<file path="src/rtl/sram_port_ctrl.sv">
`timescale 1ns/1ps
module sram_port_ctrl #(
  parameter int AW        = 16,
  parameter int SETUP_CYC = 1,
  parameter int PULSE_CYC = 2,
  parameter int READ_CYC  = 3,
  parameter int TURN_CYC  = 1
) (
  input  logic          clk,
  input  logic          rst_n,
  input  logic          req_valid,
  input  logic          req_write,
  input  logic [AW-1:0] req_addr,
  input  logic [15:0]   req_wdata,
  input  logic [1:0]    req_mask,
  output logic          req_ack,
  output logic [15:0]   rd_data,
  output logic [AW-1:0] mem_addr,
  output logic          mem_ce_n,
  output logic          mem_we_n,
  output logic          mem_oe_n,
  output logic          mem_lb_n,
  output logic          mem_ub_n,
  output logic [15:0]   mem_dq_o,
  output logic          mem_dq_oe,
  input  logic [15:0]   mem_dq_i
);

  localparam int M1 = (SETUP_CYC > PULSE_CYC) ? SETUP_CYC : PULSE_CYC;
  localparam int M2 = (READ_CYC > TURN_CYC) ? READ_CYC : TURN_CYC;
  localparam int MAXC = (M1 > M2) ? M1 : M2;
  localparam int CW = $clog2(MAXC + 1);

  typedef enum logic [2:0] {
    IDLE, SETUP, WRITE_PULSE, WRITE_RECOVER, READ_ACCESS, TURNAROUND
  } state_t;

  state_t        st;
  logic [CW-1:0] cnt;
  logic          rd_last;
  logic [15:0]   wd_q;
  logic [1:0]    msk_q;
  logic          last;

  assign last = (cnt == '0);

  always_ff @(posedge clk or negedge rst_n) begin
    if (!rst_n) begin
      st       <= IDLE;
      cnt      <= '0;
      rd_last  <= 1'b0;
      wd_q     <= '0;
      msk_q    <= '0;
      mem_addr <= '0;
      rd_data  <= '0;
      req_ack  <= 1'b0;
    end else begin
      req_ack <= 1'b0;
      case (st)
        IDLE:
          if (req_valid && !req_ack) begin
            mem_addr <= req_addr;
            wd_q     <= req_wdata;
            msk_q    <= req_mask;
            if (!req_write) begin
              st  <= READ_ACCESS;
              cnt <= CW'(READ_CYC - 1);
            end else if (rd_last) begin
              st  <= TURNAROUND;
              cnt <= CW'(TURN_CYC - 1);
            end else begin
              st  <= SETUP;
              cnt <= CW'(SETUP_CYC - 1);
            end
          end
        TURNAROUND:
          if (last) begin
            st      <= SETUP;
            cnt     <= CW'(SETUP_CYC - 1);
            rd_last <= 1'b0;
          end else cnt <= cnt - 1'b1;
        SETUP:
          if (last) begin
            st  <= WRITE_PULSE;
            cnt <= CW'(PULSE_CYC - 1);
          end else cnt <= cnt - 1'b1;
        WRITE_PULSE:
          if (last) st <= WRITE_RECOVER;
          else      cnt <= cnt - 1'b1;
        WRITE_RECOVER: begin
          st      <= IDLE;
          req_ack <= 1'b1;
        end
        READ_ACCESS:
          if (last) begin
            rd_data <= mem_dq_i & {{8{msk_q[1]}}, {8{msk_q[0]}}};
            req_ack <= 1'b1;
            rd_last <= 1'b1;
            st      <= IDLE;
          end else cnt <= cnt - 1'b1;
        default: st <= IDLE;
      endcase
    end
  end

  assign mem_ce_n  = (st == IDLE) || (st == TURNAROUND);
  assign mem_we_n  = (st != WRITE_PULSE);
  assign mem_oe_n  = (st != READ_ACCESS);
  assign mem_dq_oe = (st == SETUP) || (st == WRITE_PULSE) || (st == WRITE_RECOVER);
  assign mem_dq_o  = wd_q;
  assign mem_lb_n  = mem_ce_n || !msk_q[0];
  assign mem_ub_n  = mem_ce_n || !msk_q[1];


  no_drive_while_read_chk: assert property (@(posedge clk) disable iff (!rst_n)
    mem_dq_oe |-> mem_oe_n);


  commit_hold_chk: assert property (@(posedge clk) disable iff (!rst_n)
    $rose(mem_we_n) |-> (mem_dq_oe && !mem_ce_n));


  addr_stable_chk: assert property (@(posedge clk) disable iff (!rst_n)
    (!mem_ce_n && $past(!mem_ce_n)) |-> $stable(mem_addr));


  ack_single_chk: assert property (@(posedge clk) disable iff (!rst_n)
    req_ack |=> !req_ack);


  read_pins_chk: assert property (@(posedge clk) disable iff (!rst_n)
    !mem_oe_n |-> (mem_we_n && !mem_ce_n));


  drive_after_float_chk: assert property (@(posedge clk) disable iff (!rst_n)
    $rose(mem_dq_oe) |-> $past(mem_oe_n));

endmodule

</file>
<file path="config.mk">
export PLATFORM = sky130hd
export DESIGN_NAME = sram_port_ctrl
export DESIGN_NICKNAME = d
export VERILOG_FILES = /design/src/rtl/sram_port_ctrl.sv
export SDC_FILE = /design/constraint.sdc
export NUM_CORES = 1
export LEC_CHECK = 0
export BUFFER_PORTS_ARGS = -buffer_cell sky130_fd_sc_hd__buf_2
export CAP_MARGIN = 25
export CELL_PAD_IN_SITES_DETAIL_PLACEMENT = 1
export CELL_PAD_IN_SITES_GLOBAL_PLACEMENT = 2
export CORE_ASPECT_RATIO = 0.6
export CORE_UTILIZATION = 26
export DETAILED_ROUTE_END_ITERATION = 10
export PLACE_DENSITY = 0.86
export SYNTH_ARGS = -nofsm -noshare
export SYNTH_HDL_FRONTEND = slang
export SYNTH_SLANG_ARGS = --single-unit
</file>
<file path="constraint.sdc">
create_clock -name clk -period 1.6 [get_ports clk]
set_clock_uncertainty 0.15 [all_clocks]
set_input_delay 0.16 -clock clk [delete_from_list [all_inputs] [get_ports clk]]
set_output_delay 0.16 -clock clk [all_outputs]
set_load 0.05 [all_outputs]
</file>
==> results.txt <==
----------------------------------------------------
[Drt]
  Vias after detailed routing ... 2,359
  Antenna Nets Post-Route ... 0
  DRC viols ... 0
  Number of detailed-routing iterations run before antenna repair ... 4
  Mean number of vias per cell ... 4.401
  Detail-routed net length per standard cell ... 16.91 µm
  DRT Wirelength ... 9062 µm
  Starting DRC count in detailed routing ... 41

[Clock network]
  Sinks on Clock Net ... 57
  H-tree depth ... 3
  Clock buffer depth ... 2
  Source-to-sink clock delay at the later pin of the worst-skew pair ... 320 ps
  Total clock buffers created by CTS ... 9
  CTS Root Cell ... clkbuf_16
  Clock tree from TritonCTS ... yes
  Clock-pin slew reported for the worst setup and hold paths after clock tree synthesis ... 50 ps

[Finish]
  Area Growth Syn to Fin ... 94.96%
  Layout Cells excl Fill ... 536
  Commonest cells after routing, fill and taps aside ... buf_2 (102), dfrtp_1 (55), dlygate4sd3_1 (52)
  Most frequent standard cell in the layout excluding fill and tap cells ... buf_2
  Final layout net count ... 458
  Filler Cells Inserted ... 962
  Antenna diode instance count ... 0
  Layout cells sized above 1 ... 62.81%

[Floorplan]
  Die Span Y ... 77.29 µm
  Effective utilization at floorplan ... 26.83%
  Num ports ... 109
  Horizontal die dimension ... 127.5 µm
  Count of standard-cell rows ... 27
  Core area ... 9155 µm²
  Die area ... 9852 µm²

[Critical path]
  R2r endpoint ... cnt[1]$_DFFE_PN0P_
  Reg2Reg Depth ... 6
  Critical path, cell by cell ... buf_6, or2_4, a21o_4, nand2_4, buf_8
  Data required time of the critical path ... 1290 ps
  Reg2Reg Setup Slack ... -200 ps
  CP endpoint kind ... primary output
  Element type at the critical path start ... flip-flop
  Worst Path Class, Setup ... reg -> out
  Worst setup path startpoint ... st[0]$_DFFE_PN0P_
  Largest stage delay, worst path ... 380 ps
  Critical path destination ... mem_ub_n
  Reg2Reg Launch Point ... st[1]$_DFFE_PN0P_
  CP max FO ... 3
  Library cell contributing the largest single delay on the critical path ... dfrtp_1
  Data arrival time at the worst-slack endpoint ... 1530 ps

[Synthesis]
  Syn_nets ... 262
  Part of the Yosys area used for sequential elements ... 58.07%
  Synthesized-area fraction occupied by ao, oa, aoi and oai cells ... 8.406%
  Adder-cell area share of the yosys netlist ... 1.528%
  Basic-gate share of the synthesized area counting and, or, nand and nor cells ... 10.55%
  Count of cell types in the netlist ... 28
  Xor and xnor area share after synthesis ... 0.3566%
  Dominant combinational cell family by area after synthesis ... multiplexers
  Count of mapped cells out of synthesis ... 205
  Post-synthesis register bit count ... 57
  Warnings from Yosys ... 0
  Mean cell area of the mapped netlist ... 11.98 µm²
  Synthesized cell area ... 2456 µm²
  Fraction of synthesized area in multiplexers ... 16.51%

[Job]
  Maximum capacitance violations ... 0

[Timing]
  Tmin final ... 1837 ps
  Final critical-path setup slack ... -237.2 ps
  Highest clock frequency the design can meet ... 544.3 MHz
  Part of the cycle the worst path needs ... 114.8%
  Transition time of the tightest slew-check pin ... 558.3 ps
  Final setup violation count ... 61
  RSZ-0062 raised after global routing ... yes
  Final hold vios ... 0
  Relative slew slack ... 62.78%
  Fin. max-slew vios ... 0

[Pwr]
  IR Drop Worst-Case VDD ... 1.279 mV
  Overall Power ... 11.62 mW
  Total power per unit cell area ... 2426 nW/µm²
  Leak pwr ... 2.280 nW

[Global route]
  Global-route wire length before repair ... 14,540 µm
  Aggregate global-route resource usage ... 19.72%
  Number of antenna violations at the first check in global routing ... 0
  Via count of the first global-routing pass ... 2,743
  Maximum number of pins on one net before global-route repair ... 21
  Grt ovf ... 0

[Run status]
  Failing checks ... setup timing
  Run status ... complete, but fails checks

[Placement]
  Final RePlAce weighted congestion ... 0.7621
  # placed instances ... 451
  HPWL Detailed ... 5235 µm
  # port buffers ... 108
  Setup slack at placement ... -129.0 ps

[Hold path]
  Class of the most critical hold timing path ... in -> reg

----------------------------------------------------
[routing by layer]
| metal | vias to the layer above | wire length [µm] | global-route usage, % |
|---|---|---|---|
| met5 | - | 0 | 0 |
| met4 | 0 | 89 | 4.643 |
| met3 | 9 | 597 | 7.118 |
| met1 | 1169 | 3786 | 23.33 |
| met2 | 90 | 4589 | 34.04 |
| li1 | 1091 | - | - |
[cell usage after synthesis, drive strengths merged]
master  count  area (µm²)
a21oi       6       30.03
or3b        1       8.760
buf        10       78.82
nor4b       1       8.760
nor3b       2       15.01
o21ai      18       127.6
nand3       1       5.000
dfrtp      57        1426
mux2       36       405.4
o221ai      1       8.760
nor4bb      1       10.01
or2         2       12.52
nor3        1       5.000
ha          3       37.54
a21o        2       15.01
nand2      40       150.1
and3        1       6.260
nor2        5       18.77
inv         6       22.52
clkbuf      3       11.26
xnor2       1       8.760
o22ai       4       25.02
nand2b      3       18.77
[worst min-delay path by stage]
stage | slack [ps] | cells past startpoint | end | from
after floorplan | -290 | 0 | cnt[0]$_DFFE_PN0P_ | rst_n
after global placement | 20 | 1 | rd_last$_DFFE_PN0P_ | rst_n
after detailed placement | 30 | 1 | rd_last$_DFFE_PN0P_ | rst_n
after CTS | 170 | 4 | st[0]$_DFFE_PN0P_ | req_valid
after global routing | 200 | 4 | st[0]$_DFFE_PN0P_ | req_valid
final | 180 | 4 | st[0]$_DFFE_PN0P_ | req_valid
[cell type report]
| type | instances | area (µm²) | area share, % |
|---|---|---|---|
| repair buffers | 198 | 1633 | 34.10 |
| flip-flops and latches | 57 | 1429 | 29.84 |
| clock inverters | 4 | 75.07 | 1.568 |
| inverters | 6 | 26.28 | 0.5487 |
| well taps | 130 | 162.7 | 3.397 |
| multi-input cells | 129 | 1206 | 25.19 |
| clock buffers | 12 | 256.5 | 5.357 |
[cell families after synthesis]
| group | after synthesis |
|---|---|
| adder cells (fa/ha/maj) | 3 |
| flip-flops | 57 |
| AO/OA/AOI/OAI | 31 |
| XOR/XNOR | 1 |
| multiplexers | 36 |
| AND/OR/NAND/NOR | 58 |
| buffers and inverters | 19 |
[flip-flops by register name, summed over array words and instances, names as in the netlist]
signal	count
mem_addr	16
cnt	2
rd_data	16
st	3
req_ack	1
msk_q	2
rd_last	1
mem_dq_o	16
[where the power goes]
group | internal, mW | leakage [nW] | switching [mW]
combinational | 2.67 | 1.43 | 4.15
clock | 1.45 | 0.155 | 0.682
sequential | 2.13 | 0.692 | 0.534
[worst max-delay path, delay by kind of cell (launching register included)]
| family | cells | cell delay (ps) |
|---|---|---|
| flops | 1 | 380 |
| buf+inv | 2 | 280 |
| compound gates | 1 | 240 |
| simple gates | 2 | 310 |
[stage by stage]
step           util [%]  area [µm²]  TNS, ps  hold WS, ps
4_1_cts           51.14        4682    -6720        169.9
3_3_place_gp      36.09        3304    -1594        17.57
6_report          52.30        4788    -8571        182.3
3_5_place_dp      36.09        3304    -4163        33.09
5_1_grt           52.30        4788   -11060        201.2
2_1_floorplan         -        2507    -7342       -285.6
[repair_timing]
item                                    CTS  global route
cloned                                    7             0
setup buffers                            10             3
hold buffers                             52             0
gates resized for setup                  69            33
pin swaps                                25            12
endpoints found under the hold margin    68             0
endpoints found under the setup margin   60            61
(Power assumes the default switching activity.)
